$ cat config.mk
export PLATFORM = sky130hd
export DESIGN_NAME = vec_elem_seq
export DESIGN_NICKNAME = d
export VERILOG_FILES = /design/src/rtl/vec_elem_seq.sv
export SDC_FILE = /design/constraint.sdc
export NUM_CORES = 1
export LEC_CHECK = 0
export BUFFER_PORTS_ARGS = -buffer_cell sky130_fd_sc_hd__buf_2
export CAP_MARGIN = 15
export CORE_ASPECT_RATIO = 1.4
export CORE_MARGIN = 10
export CORE_UTILIZATION = 56
export DETAILED_ROUTE_END_ITERATION = 16
export GPL_TIMING_DRIVEN = 0
export PLACE_DENSITY = 0.85
export SYNTH_ARGS = -nofsm -noshare
export SYNTH_HDL_FRONTEND = slang
export SYNTH_SLANG_ARGS = --single-unit
$ cat constraint.sdc
create_clock -name clk -period 5.7 [get_ports clk]
set_input_delay 0.855 -clock clk [delete_from_list [all_inputs] [get_ports clk]]
set_output_delay 0.855 -clock clk [all_outputs]
set_load 0.01 [all_outputs]
$ cat src/rtl/vec_elem_seq.sv
module vec_elem_seq #(
  parameter int MAX_VL = 64,
  parameter int REG_W  = 7,
  localparam int LEN_W = $clog2(MAX_VL + 1),
  localparam int IDX_W = $clog2(MAX_VL)
) (
  input  logic              clk,
  input  logic              rst_n,
  input  logic              start_valid,
  output logic              start_ready,
  input  logic [LEN_W-1:0]  vlen,
  input  logic              dst_vec,
  input  logic              src1_vec,
  input  logic              src2_vec,
  input  logic [REG_W-1:0]  dst_base,
  input  logic [REG_W-1:0]  src1_base,
  input  logic [REG_W-1:0]  src2_base,
  input  logic              pred_en,
  input  logic [MAX_VL-1:0] pred_mask,
  input  logic              zero_mode,
  output logic              out_valid,
  input  logic              out_ready,
  output logic [IDX_W-1:0]  out_idx,
  output logic [REG_W-1:0]  out_dst,
  output logic [REG_W-1:0]  out_src1,
  output logic [REG_W-1:0]  out_src2,
  output logic              out_wr,
  output logic              out_zero,
  output logic              done
);

  logic              busy_q, done_q;
  logic [IDX_W-1:0]  idx_q;
  logic [LEN_W-1:0]  vl_q;
  logic              dst_vec_q, src1_vec_q, src2_vec_q;
  logic [REG_W-1:0]  dst_base_q, src1_base_q, src2_base_q;
  logic              pen_q, zm_q;
  logic [MAX_VL-1:0] mask_q;

  logic [LEN_W-1:0]  vl_clamp;
  logic              take, fire, pbit, is_last, finish;
  logic [REG_W-1:0]  step;

  assign vl_clamp = (vlen > LEN_W'(MAX_VL)) ? LEN_W'(MAX_VL) : vlen;
  assign take     = start_valid && !busy_q;
  assign fire     = busy_q && out_ready;
  assign pbit     = pen_q ? mask_q[idx_q] : 1'b1;
  assign is_last  = (LEN_W'(idx_q) + LEN_W'(1)) == vl_q;
  assign finish   = fire && (is_last || (!dst_vec_q && pbit));
  assign step     = REG_W'(idx_q);

  always_ff @(posedge clk) begin
    if (!rst_n) begin
      busy_q      <= 1'b0;
      done_q      <= 1'b0;
      idx_q       <= '0;
      vl_q        <= '0;
      dst_vec_q   <= 1'b0;
      src1_vec_q  <= 1'b0;
      src2_vec_q  <= 1'b0;
      dst_base_q  <= '0;
      src1_base_q <= '0;
      src2_base_q <= '0;
      pen_q       <= 1'b0;
      zm_q        <= 1'b0;
      mask_q      <= '0;
    end else begin
      done_q <= (take && vl_clamp == '0) || finish;
      if (take) begin
        busy_q      <= (vl_clamp != '0);
        idx_q       <= '0;
        vl_q        <= vl_clamp;
        dst_vec_q   <= dst_vec;
        src1_vec_q  <= src1_vec;
        src2_vec_q  <= src2_vec;
        dst_base_q  <= dst_base;
        src1_base_q <= src1_base;
        src2_base_q <= src2_base;
        pen_q       <= pred_en;
        zm_q        <= zero_mode;
        mask_q      <= pred_mask;
      end else if (finish) begin
        busy_q <= 1'b0;
      end else if (fire) begin
        idx_q <= idx_q + IDX_W'(1);
      end
    end
  end

  assign start_ready = !busy_q;
  assign out_valid   = busy_q;
  assign out_idx     = idx_q;
  assign out_dst     = dst_base_q  + (dst_vec_q  ? step : '0);
  assign out_src1    = src1_base_q + (src1_vec_q ? step : '0);
  assign out_src2    = src2_base_q + (src2_vec_q ? step : '0);
  assign out_wr      = pbit;
  assign out_zero    = !pbit && zm_q;
  assign done        = done_q;

endmodule

Word-level counts from Yosys, hierarchy flattened
Cells that the tools add are included.
{"block": "word_totals", "elab_cells": 48, "latch_bits": 0, "out_inout_bits": 32, "ff_bits": 105, "ram_bits": 0, "romBits": 0, "mem_count": 0}
{"block": "op_classes", "n_bitwise": 2, "add_sub_neg": 5, "n_reduce_logical": 16, "div_mod_pow": 0, "n_mux": 9, "n_mul": 0, "shift": 0, "eq_ne": 1, "n_lt_le_gt_ge": 2}
{"op": "adder 7 x 6 -> 7 bit", "n": 3}
{"op": "2-to-1 mux 6 bit", "n": 3}
{"op": "adder 6 x 1 -> 7 bit (second input constant)", "n": 1}
{"op": "equality test 7 bit", "n": 1}
{"op": "> comparator 7 bit (second input constant)", "n": 1}
{"op": "logical NOT 7 bit", "n": 1}
{"op": "< comparator 6 x 7 -> 1 bit (second input constant)", "n": 1}
{"op": "2-to-1 mux 7 bit", "n": 1}
{"op": "nonzero test 7 bit", "n": 1}
{"op": "adder 6 x 1 -> 6 bit (second input constant)", "n": 1}
{"op": "binary-select mux 1 bit (select 6 bit)", "n": 1}
{"op": "logical AND 1 bit", "n": 6}
{"op": "2-to-1 mux 1 bit", "n": 4}
{"op": "logical NOT 1 bit", "n": 3}
{"op": "logical OR 1 bit", "n": 2}
{"op": "inverter 1 bit", "n": 2}
{"op": "AND reduction 2 bit", "n": 1}
{"op": "nonzero test 2 bit", "n": 1}
{"op": "OR reduction 2 bit", "n": 1}

Longest topological paths before layout
Gate-level depths: netlist of the first run.
{"block": "logic_depth", "depth_word": 8, "depth_mapped": 13}

Worst setup path after synthesis of the first run
Ideal clock, no wire load.
{"block": "synth_path", "path_type": "register -> output", "startpoint": "register idx_q[0], in the netlist out_idx[0]", "endpoint": "output port out_zero", "stages_incl_launch_ff": 10, "n_path_buf": 3, "arrival_time_ns": 2.211, "slack_ns": 2.634, "t_required_ns": 4.845, "path_cell_list": "dfxtp_1 -> buf_6 -> buf_12 -> buf_8 -> mux4_2 -> mux2i_1 -> o221ai_1 -> o311a_1 -> or3_1 -> nor2_1"}
{"block": "synth_between", "elab_chain_cells": 5}
{"item": "start, declared", "line_no": "33", "rtl": "logic [IDX_W-1:0] idx_q;"}
{"item": "start signal, assigned", "line_no": "85", "rtl": "idx_q <= idx_q + IDX_W'(1);"}
{"item": "binary-select mux 1 bit (select 6 bit)", "line_no": "47", "rtl": "assign pbit = pen_q ? mask_q[idx_q] : 1'b1;"}
{"item": "2-to-1 mux 1 bit (implied by the code)", "line_no": "47"}
{"item": "2-to-1 mux 1 bit", "line_no": "47"}
{"item": "net out_wr", "line_no": "27", "rtl": "output logic out_wr,"}
{"item": "logical NOT 1 bit", "line_no": "97", "rtl": "assign out_zero = !pbit && zm_q;"}
{"item": "logical AND 1 bit", "line_no": "97"}
{"item": "end, declared", "line_no": "28", "rtl": "output logic out_zero,"}
The timed path passes the listed nets, and every way through them passes these cells. The select of a mux whose other input is x is not followed.

Final worst setup path of the first run
{"block": "layout_path", "startpoint": "register idx_q[2], in the netlist out_idx[2]", "endpoint": "output port out_src2[6]"}
{"block": "layout_between", "elab_chain_cells": 2}
{"item": "2-to-1 mux 6 bit", "line_no": "95", "rtl": "assign out_src2 = src2_base_q + (src2_vec_q ? step : '0);"}
{"item": "adder 7 x 6 -> 7 bit", "line_no": "95"}
{"item": "end, declared", "line_no": "26", "rtl": "output logic [REG_W-1:0] out_src2,"}
No other way between the ends.

==> summary.txt, run 1 <==
Outcome
  • Status: complete, no violations

Critical path
  • Crit Reg-Reg Startpoint: out_idx[2]$_SDFFE_PP0P_
  • Arrival time worst endpoint: ~3.2 ns
  • Critical Path RT: between 4 and 5 ns
  • Max stage delay cell, worst path: clkbuf_1
  • Critical path cell sequence: buf_2, buf_2, clkbuf_1, and2_1, ha_1, a21oi_1, nor2_1, nor2_1, o21bai_1, a21oi_1, xnor2_1, buf_2
  • Reg2reg end: out_idx[1]$_SDFFE_PP0P_
  • Max FO, Critical Path: 10
  • Path depth of the worst reg2reg path: 8
  • Reg2Reg Setup Slack: around 2.7 ns
  • Critical path capture point type: output port
  • Crit-path most repeated cell: buf_2
  • WS Path Type: reg -> out
  • Slowest cell delay on critical path: 0.46 ns
  • Worst setup SP type: flop

Synthesis
  • Post-synth cell types: 48
  • Synth top area share: 0.4332
  • Async S/R FF share, synth: 0
  • Post-synthesis register bit count: about 110
  • Synth top area cells: dfxtp_1, a22o_1, mux4_1
  • Post-synthesis area per instance: 11.18 µm²
  • Net Count, Synth: 557
  • Post-Synthesis Cell Area: between 4000 and 5000 µm²
  • Synth Instances: 434
  • Top_reg_cell synth: dfxtp_1
  • Register area share after synthesis: 0.4332
  • Post-synth EDFFs: 0
  • Cell taking the most area after synthesis: dfxtp_1
  • Synth cell count leaders: dfxtp_1, a22o_1, clkbuf_1
  • Ys Warns: 0
  • Most frequent cell after synthesis: dfxtp_1

Routing
  • Number of vias per cell: 5.885
  • Drt pass-1 iters: 4
  • Detailed Route WL: 13080 µm
  • Initial drt markers: ~190
  • DR WL/cell: 19.04 µm
  • ANT nets after route: 0
  • Vias after detailed routing: between 4k and 5k
  • DRC errors left: 0

Placement
  • Hpwl dp: slightly above 10000 µm
  • Port bufs: around 130
  • Routability cong.: around 0.83

Finish
  • Filler cells: 659
  • Antenna diodes: 0
  • Layout cells sized above 1: 0.2801
  • Area of the multi-input gates: 2525 µm²
  • # nets final: 700
  • Core Util, Final: 0.7007
  • Register area: 2102 µm²
  • Area growth from synthesis to layout: 22.87%

Clocking
  • Hold Buf Count CTS: 0
  • H-tree depth: 3
  • Clk sinks: between 100 and 150
  • Clock Latency Late Sink: between 0.3 and 0.4 ns
  • Clk pin slew, worst setup/hold paths: 0.07 ns
  • Setup bufs post-CTS: 0
  • Clk buf depth: 2
  • CTS Buf Count: 9
  • CTS resizes: 0
  • CTS tree: yes
  • Clk root buf: clkbuf_16

Floorplanning
  • Die Wd: 98.67 µm
  • Die footprint: 12840 µm²
  • IO Pins: between 100 and 150
  • Initial Util: 0.5703
  • Height of the die: roughly 130 µm
  • Row count: 40
  • Core area: roughly 8500 µm²

GRT
  • Global-route wire length before repair: between 20000 and 25000 µm
  • Initial antenna violation count: 0
  • GRT Residual Overflow: 0
  • Vias in the first global route: between 4k and 5k
  • Total GRT Usage: 0.1961
  • Largest net degree at the start of global routing: 18

Timing
  • RSZ-0062 raised after global routing: no
  • Final Hold Fails: 0
  • Clk_skew: 0.007913 ns
  • Final period util: 0.7035
  • Setup_tns: 0 ns
  • Max Freq: around 0.25 GHz
  • Final Max Slew Viols: 0
  • Worst-margin pin slew: ~0.6 ns
  • Setup-failing EPs final: 0
  • Slew headroom: 0.6008
  • Period minus WS final: approximately 4 ns

Min path
  • Min-delay worst type: reg -> reg
  • Hold path endpoint: mask_q[28]$_SDFFE_PN0P_
  • HP Start: mask_q[28]$_SDFFE_PN0P_
  • Hold Path Depth: 1

Power and ir drop
  • LEAKAGE: between 2 and 3 nW
  • Worst VDD drop: around 180 µV
  • PD cells: ~280 nW/µm²

Flow run
  • Maxcap violations: 0
cell families (layout without fill, tap and decap cells):
| family | after synthesis | count (layout) | share of synthesized area |
|---|---|---|---|
| muxes | 26 | 26 | 0.1055 |
| adders and majority gates | 22 | 22 | 0.06137 |
| DFF | 105 | 105 | 0.4332 |
| xor gates and xnor gates | 21 | 21 | 0.03790 |
| and+or+nand+nor | 67 | 67 | 0.07065 |
| buffers and inverters | 49 | 197 | 0.04641 |
| AOI/OAI and AO/OA | 144 | 144 | 0.2450 |
worst max path at each step:
stage                             from           to  slack (ns)
2_1_floorplan  out_idx[0]$_SDFFE_PP0P_     out_zero        2.63
3_3_place_gp   out_idx[2]$_SDFFE_PP0P_  out_src2[6]        2.13
6_report       out_idx[2]$_SDFFE_PP0P_  out_src2[6]        1.69
3_5_place_dp   out_idx[2]$_SDFFE_PP0P_  out_src2[6]        2.09
5_1_grt        out_idx[2]$_SDFFE_PP0P_  out_src2[6]        1.48
4_1_cts        out_idx[2]$_SDFFE_PP0P_  out_src2[6]        1.65
metrics by stage:
| stage | instances | total power [W] | instance area [µm²] | setup slack, ns | hold WS (ns) |
|---|---|---|---|---|---|
| after floorplan | 434 | 0.0009235 | 4852 | 2.634 | 0.4405 |
| after global placement | 671 | 0.0009971 | 5644 | 2.128 | 0.4522 |
| after detailed placement | 671 | 0.001006 | 5644 | 2.089 | 0.4606 |
| after CTS | 687 | 0.001660 | 5962 | 1.649 | 0.4798 |
| after global routing | 687 | 0.001708 | 5962 | 1.480 | 0.4856 |
| final | 687 | 0.001654 | 5962 | 1.690 | 0.4756 |
cell type report:
type | count | area share
Tap cell | 105 | 0.02204
Multi-Input combinational cell | 280 | 0.4235
Inverter | 18 | 0.01133
Sequential cell | 105 | 0.3526
Clock buffer | 9 | 0.03778
Buffer | 31 | 0.02644
Timing Repair Buffer | 132 | 0.1108
Clock inverter | 7 | 0.01553
critical path: cells and delay by family (launching register included):
| kind | cells | cell delay (ns) |
|---|---|---|
| AND/OR/NAND/NOR | 3 | 0.41 |
| AO/OA/AOI/OAI | 3 | 0.49 |
| XOR/XNOR | 1 | 0.16 |
| adder cells (fa/ha/maj) | 1 | 0.26 |
| buffers and inverters | 4 | 1.17 |
| flip-flops | 1 | 0.33 |
where the power goes:
group          switching (W)  internal [W]
Sequential         0.0000264      0.000778
Combinational      0.0000914     0.0000934
Clock               0.000279      0.000385
cell usage in the layout, fill, tap and decap left out, types with 3 or more instances in the layout:
master	instances
buf_2	137
nor3_1	5
a21o_1	4
xor2_1	5
dfxtp_1	105
o31ai_1	4
nor4_1	3
clkinv_2	3
mux2i_1	8
o21bai_1	6
a21oi_1	17
and3_1	3
ha_1	19
nand2_1	15
fa_1	3
nand3_1	3
clkbuf_1	21
a22o_1	97
mux4_2	3
clkbuf_16	9
mux4_1	13
nor2_1	14
inv_1	17
and2_1	15
xnor2_1	16
sequential cells by signal, indices dropped and copies added (netlist names), 6 cells and up:
name and cells:
src2_base_q 7, dst_base_q 7, mask_q 64, out_idx 6, vl_q 7, src1_base_q 7
metal layers:
metal,wire length (µm),track usage,vias to the layer above
met5,0,0,-
met3,703,0.04233,15
met4,197,0.07185,0
li1,-,-,1944
met1,5287,0.2193,1964
met2,6892,0.3564,120
Note: power is estimated with default switching activity, not from simulation.
==> run 2: changes to the inputs <==
Settings changed: CORE_UTILIZATION 56 to 47, PLACE_DENSITY 0.85 to 0.76.
Clock period 5.7 ns to 3.67 ns, I/O delays scaled along.
==> run 2 against run 1 <==
Clock skew barely moved. Die area rose by 16%. Largest power group unchanged. Global-route usage fell by 2.2 points. Utilization fell by 11 points.
==> summary.txt, run 2 (same netlist as run 1, synthesis figures left out) <==
Finish
  • Antenna diodes: 0 (unchanged)
  • Most flop-heavy register: mask_q
  • Layout cells sized above 1: 0.2788 (-0.001239)
  • Non-filler cells in the finished layout: 716 (+4.2%)
  • Area growth from synthesis to layout: 22.82% (about the same)
  • Max reg flops: 64 (unchanged)
  • Most common cell after layout, fill and taps aside: buf_2
  • # nets final: 699 (-0.14%)
  • Commonest cells after routing, fill and taps aside: buf_2, dfxtp_1, a22o_1, clkbuf_1, ha_1
  • Filler cells: 880 (+34%)

Clocking
  • CTS tree: yes
  • Clk buf depth: 2 (unchanged)
  • H-tree depth: 3 (unchanged)
  • Clk sinks: 105 (unchanged)
  • Clk root buf: clkbuf_16
  • Setup bufs post-CTS: 0 (unchanged)
  • CTS Buf Count: 9 (unchanged)
  • Clk pin slew, worst setup/hold paths: 0.07 ns (about the same)
  • Clock Latency Late Sink: 0.35 ns (about the same)
  • CTS resizes: 0 (unchanged)
  • Hold Buf Count CTS: 0 (unchanged)

GRT
  • Largest net degree at the start of global routing: 20 (+2)
  • Initial antenna violation count: 0 (unchanged)
  • Global-route wire length before repair: 21100 µm (+1.3%)
  • Total GRT Usage: 0.1746 (-0.02155)
  • Vias in the first global route: 4237 (-3.1%)
  • GRT Residual Overflow: 0 (unchanged)

Floorplanning
  • Die Wd: 105.9 µm (+7.3%)
  • Die footprint: 14850 µm² (+16%)
  • Core area: 10010 µm² (+18%)
  • Height of the die: 140.2 µm (+7.7%)
  • IO Pins: 133 (unchanged)
  • Row count: 43 (+7.5%)
  • Initial Util: 0.4849 (-0.08542)

Outcome
  • Status: complete, no violations

Min path
  • Hold path endpoint: mask_q[34]$_SDFFE_PN0P_
  • Hold Path Depth: 2 (+1)
  • HP Start: pred_mask[34]
  • Min-delay worst type: in -> reg

Critical path
  • WS Path Type: reg -> out
  • Reg2reg end: out_idx[2]$_SDFFE_PP0P_
  • Crit path from: out_idx[0]$_SDFFE_PP0P_
  • Reg2Reg Setup Slack: 0.70 ns (-1.95 ns)
  • Crit Reg-Reg Startpoint: out_idx[2]$_SDFFE_PP0P_
  • Max FO, Critical Path: 10 (unchanged)
  • Worst setup SP type: flop
  • Path depth of the worst reg2reg path: 9 (+1)
  • Critical Path RT: 3.12 ns (-1.73 ns)
  • Arrival time worst endpoint: 2.91 ns (-0.24 ns)
  • Critical path capture point type: output port

Timing
  • RSZ-0062 raised after global routing: no
  • Setup ws final: 0.2046 ns (-1.486 ns)
  • Clk_skew: 0.007481 ns (-0.0004323 ns)
  • Setup_tns: 0 ns (unchanged)
  • Final period util: 0.9443
  • Max Freq: 0.2886 GHz
  • Setup-failing EPs final: 0 (unchanged)
  • Period minus WS final: 3.465 ns
  • Final Max Slew Viols: 0 (unchanged)
  • Final Hold Fails: 0 (unchanged)
  • Slew headroom: 0.5593 (-0.04154)
  • Worst-margin pin slew: 0.6611 ns (+0.06231 ns)

Routing
  • Drt pass-1 iters: 4 (unchanged)
  • DR WL/cell: 18.56 µm (-2.5%)
  • Initial drt markers: 235 (+22%)
  • DRC errors left: 0 (unchanged)
  • Detailed Route WL: 13290 µm (+1.6%)
  • Number of vias per cell: 5.641 (-4.1%)
  • Vias after detailed routing: 4039 (-0.099%)
  • ANT nets after route: 0 (unchanged)

Placement
  • Port bufs: 132 (unchanged)
  • Inst Count DP: 701 (+4.5%)
  • Hpwl dp: 10430 µm (+3.2%)
  • Routability cong.: 0.8364 (+1.0%)
  • Pre-CTS WS: 0.3210 ns (-1.768 ns)

Power and ir drop
  • PD cells: 411.4 nW/µm² (+48%)
  • LEAKAGE: 2.794 nW (-0.87%)
  • Worst VDD drop: 241.3 µV (+32%)

Flow run
  • Maxcap violations: 0 (unchanged)
[run 2: cell count changes in the layout (fill, tap and decap cells not counted), sizes merged]
cell and change:
clkbuf +1, clkinv -1, clkinvlp +1, bufinv -2
[run 2: power by group]
group,internal [W],switching (W)
combinational,0.000145,0.000144
sequential,0.00121,0.0000406
clock,0.000483,0.000431
[run 2: area by class of cell]
cell class	count	area [µm²]	area share
Timing Repair Buffer	132	660.6	0.1109
Multi-Input combinational cell	280	2525	0.4237
Sequential cell	105	2102	0.3527
Tap cell	135	168.9	0.02834
Buffer	30	153.9	0.02582
Inverter	18	67.56	0.01134
Clock inverter	5	38.79	0.006508
Clock buffer	11	242.7	0.04073
[run 2: stage by stage]
step	hold WS, ns	util	area [µm²]	power (W)
finish	0.4072	0.5955	5959	0.002452
global route	0.4030	0.5955	5959	0.002546
floorplan	0.4405	-	4852	0.001434
CTS	0.4010	0.5955	5959	0.002464
detailed placement	0.4582	0.5678	5682	0.001564
global placement	0.4529	0.5678	5682	0.001552
[run 2: worst max-delay path: stages, from the launching register on]
cell,delay [ns]
dfxtp_1,0.34
buf_6,0.15
buf_12,0.15
buf_8,0.15
and2_1,0.17
ha_1,0.21
fa_1,0.42
a21oi_1,0.16
nor2_1,0.05
nor2_1,0.16
o21bai_1,0.09
a21oi_1,0.19
xnor2_1,0.15
buf_2,0.17
[run 2: routing by layer]
| layer | global-route usage | share of wire | wire (µm) | vias up |
|---|---|---|---|---|
| met3 | 0.04178 | 0.056 | 747 | 15 |
| met4 | 0.07005 | 0.018 | 244 | 0 |
| met1 | 0.1999 | 0.41 | 5436 | 1954 |
| met2 | 0.3029 | 0.52 | 6863 | 127 |
| li1 | - | - | - | 1943 |
| met5 | 0 | 0 | 0 | - |
[run 2: worst max path at each step]
stage | end | cells past startpoint
after floorplan | out_zero | 9
after global placement | out_src2[6] | 12
after detailed placement | out_src2[6] | 12
after CTS | out_src2[6] | 13
after global routing | out_src1[6] | 14
final | out_src2[6] | 13
==> run 3: changes to the inputs <==
Settings changed: BUFFER_PORTS_ARGS -buffer_cell sky130_fd_sc_hd__buf_2 to -buffer_cell sky130_fd_sc_hd__buf_4.
==> run 3 against run 2 <==
Clock-buffer cell count down 1. Critical path depth unchanged. Sequential power about the same. Utilization up 4.0 points. Fmax up 0.71%. Power up 10%. Combinational power up 13%. Via count up 0.89%.
==> summary.txt, run 3 (same netlist as run 1, synthesis figures left out) <==
Clocking
  • Clk buf depth: 2 (unchanged)
  • Setup bufs post-CTS: 0 (unchanged)
  • CTS Buf Count: 9 (unchanged)
  • Clock Latency Late Sink: 0.34 ns (about the same)
  • CTS resizes: 0 (unchanged)
  • Hold Buf Count CTS: 0 (unchanged)
  • H-tree depth: 3 (unchanged)
  • Clk sinks: 105 (unchanged)
  • Clk root buf: clkbuf_16
  • Clk pin slew, worst setup/hold paths: 0.07 ns (about the same)
  • CTS tree: yes

Power and ir drop
  • Combinational power share: 0.121 (+0.003)
  • Clock power share: 0.415 (+0.042)
  • LEAKAGE: 2.923 nW (+4.6%)
  • Power Internal: 0.002082 W (+13%)
  • PD cells: 424.0 nW/µm² (+3.0%)
  • Seq pwr share: 0.464 (-0.046)
  • Total power: 0.002696 W (+10%)
  • Net Switching: 0.0006142 W (-0.11%)
  • Sw frac: 0.2278 (-0.02299)
  • Worst VDD drop: 280.9 µV (+16%)

Critical path
  • Worst setup SP type: flop
  • Reg2Reg Setup Slack: 0.70 ns (about the same)
  • Arrival time worst endpoint: 2.89 ns (-0.02 ns)
  • Critical path cell sequence: buf_6, buf_12, buf_8, and2_1, ha_1, fa_1, a21oi_1, nor2_1, nor2_1, o21bai_1, a21oi_1, xnor2_1, buf_4
  • Slowest cell delay on critical path: 0.41 ns (about the same)
  • Reg2reg end: out_idx[2]$_SDFFE_PP0P_
  • Crit path buf inv count: 4 (unchanged)
  • Critical path capture point type: output port
  • Critical Path RT: 3.12 ns (about the same)
  • WS Path Type: reg -> out
  • CP delay by family, top: buffers and inverters
  • Path depth of the worst reg2reg path: 9 (unchanged)
  • Crit Reg-Reg Startpoint: out_idx[2]$_SDFFE_PP0P_
  • Max stage delay cell, worst path: fa_1
  • Max FO, Critical Path: 10 (unchanged)

Timing
  • Worst-margin pin slew: 0.6412 ns (-0.01993 ns)
  • RSZ-0062 raised after global routing: no
  • Period minus WS final: 3.441 ns (-0.02435 ns)
  • Final period util: 0.9376 (-0.006635)
  • Slew headroom: 0.5726 (+0.01329)
  • Final Hold Fails: 0 (unchanged)
  • Clk_skew: 0.005861 ns (-0.001620 ns)
  • Max Freq: 0.2906 GHz (+0.71%)
  • Final Max Slew Viols: 0 (unchanged)
  • Setup_tns: 0 ns (unchanged)
  • Setup-failing EPs final: 0 (unchanged)

Finish
  • Most flop-heavy register: mask_q
  • Register area: 2102 µm² (unchanged)
  • Layout cells sized above 1: 0.2806 (+0.001721)
  • Fin area: 6360 µm² (+6.7%)
  • Non-filler cells in the finished layout: 716 (unchanged)
  • Commonest cells after routing, fill and taps aside: buf_4, dfxtp_1, a22o_1, clkbuf_1, ha_1
  • Filler cells: 843 (-4.2%)
  • Area of the multi-input gates: 2525 µm² (unchanged)
  • Antenna diodes: 0 (unchanged)
  • Most common cell after layout, fill and taps aside: buf_4
  • # nets final: 699 (unchanged)
  • Area growth from synthesis to layout: 31.07%
  • Max reg flops: 64 (unchanged)

Placement
  • Inst Count DP: 701 (unchanged)
  • Hpwl dp: 10680 µm (+2.4%)
  • Port bufs: 132 (unchanged)
  • DP Area: 6012 µm² (+5.8%)
  • Routability cong.: 0.8556 (+2.3%)

Min path
  • Hold path endpoint: mask_q[32]$_SDFFE_PN0P_
  • HP Start: pred_mask[32]
  • Hold Path Depth: 2 (unchanged)
  • Min-delay worst type: in -> reg

Routing
  • DRC errors left: 0 (unchanged)
  • DR WL/cell: 18.72 µm (+0.86%)
  • Initial drt markers: 183 (-22%)
  • Drt pass-1 iters: 4 (unchanged)
  • ANT nets after route: 0 (unchanged)
  • Number of vias per cell: 5.691 (+0.89%)
  • Detailed Route WL: 13410 µm (+0.86%)
  • Vias after detailed routing: 4075 (+0.89%)

GRT
  • Largest net degree at the start of global routing: 20 (unchanged)
  • GRT Residual Overflow: 0 (unchanged)
  • Initial antenna violation count: 0 (unchanged)
  • Total GRT Usage: 0.1786 (+0.004020)
  • Vias in the first global route: 4433 (+4.6%)
  • Global-route wire length before repair: 21630 µm (+2.5%)

Flow run
  • Maxcap violations: 0 (unchanged)

Floorplanning
  • IO Pins: 133 (unchanged)
  • Die footprint: 14850 µm² (unchanged)
  • Height of the die: 140.2 µm (unchanged)
  • Row count: 43 (unchanged)
  • Die Wd: 105.9 µm (unchanged)
  • Initial Util: 0.4849 (unchanged)
  • Core area: 10010 µm² (unchanged)

Outcome
  • Status: complete, no violations
[run 3: final cells by class]
| type | count | share of cell area |
|---|---|---|
| Multi-Input combinational cell | 280 | 0.3970 |
| Sequential cell | 105 | 0.3305 |
| Timing Repair Buffer | 132 | 0.1558 |
| Clock inverter | 6 | 0.01771 |
| Clock buffer | 10 | 0.03758 |
| Tap cell | 135 | 0.02656 |
| Inverter | 18 | 0.01062 |
| Buffer | 30 | 0.02420 |
[run 3: stage by stage]
stage | hold WS [ns] | worst slack [ns] | utilization
final | 0.4097 | 0.2289 | 0.6355
after global routing | 0.4068 | 0.009079 | 0.6355
after CTS | 0.4065 | 0.2104 | 0.6355
after detailed placement | 0.4596 | 0.3259 | 0.6008
after global placement | 0.4528 | 0.3947 | 0.6008
after floorplan | 0.4405 | 0.9085 | -
[run 3: how the worst max path moves through the flow]
| stage | slack [ns] | end | startpoint | cells after the start |
|---|---|---|---|---|
| 5_1_grt | 0.009 | out_src2[6] | out_idx[0]$_SDFFE_PP0P_ | 13 |
| 3_5_place_dp | 0.33 | out_src2[6] | out_idx[2]$_SDFFE_PP0P_ | 12 |
| 2_1_floorplan | 0.91 | out_zero | out_idx[0]$_SDFFE_PP0P_ | 9 |
| 6_report | 0.23 | out_src2[6] | out_idx[0]$_SDFFE_PP0P_ | 13 |
| 4_1_cts | 0.21 | out_src2[6] | out_idx[0]$_SDFFE_PP0P_ | 13 |
| 3_3_place_gp | 0.39 | out_src2[6] | out_idx[2]$_SDFFE_PP0P_ | 12 |
[run 3: routing by layer]
metal / wire length, µm / global-route usage / up-vias
li1: - / - / 1947
met1: 5431 / 0.1976 / 1973
met2: 6862 / 0.3146 / 130
met3: 767 / 0.03765 / 25
met4: 343 / 0.08721 / 0
met5: 0 / 0 / -
[run 3: power by group through the flow]
stage	sequential, W	clock [W]	combinational [W]
floorplan	0.00126	0	0.000172
global placement	0.00127	0	0.000321
detailed placement	0.00128	0	0.000330
CTS	0.00125	0.00113	0.000331
global route	0.00126	0.00118	0.000358
finish	0.00125	0.00112	0.000327
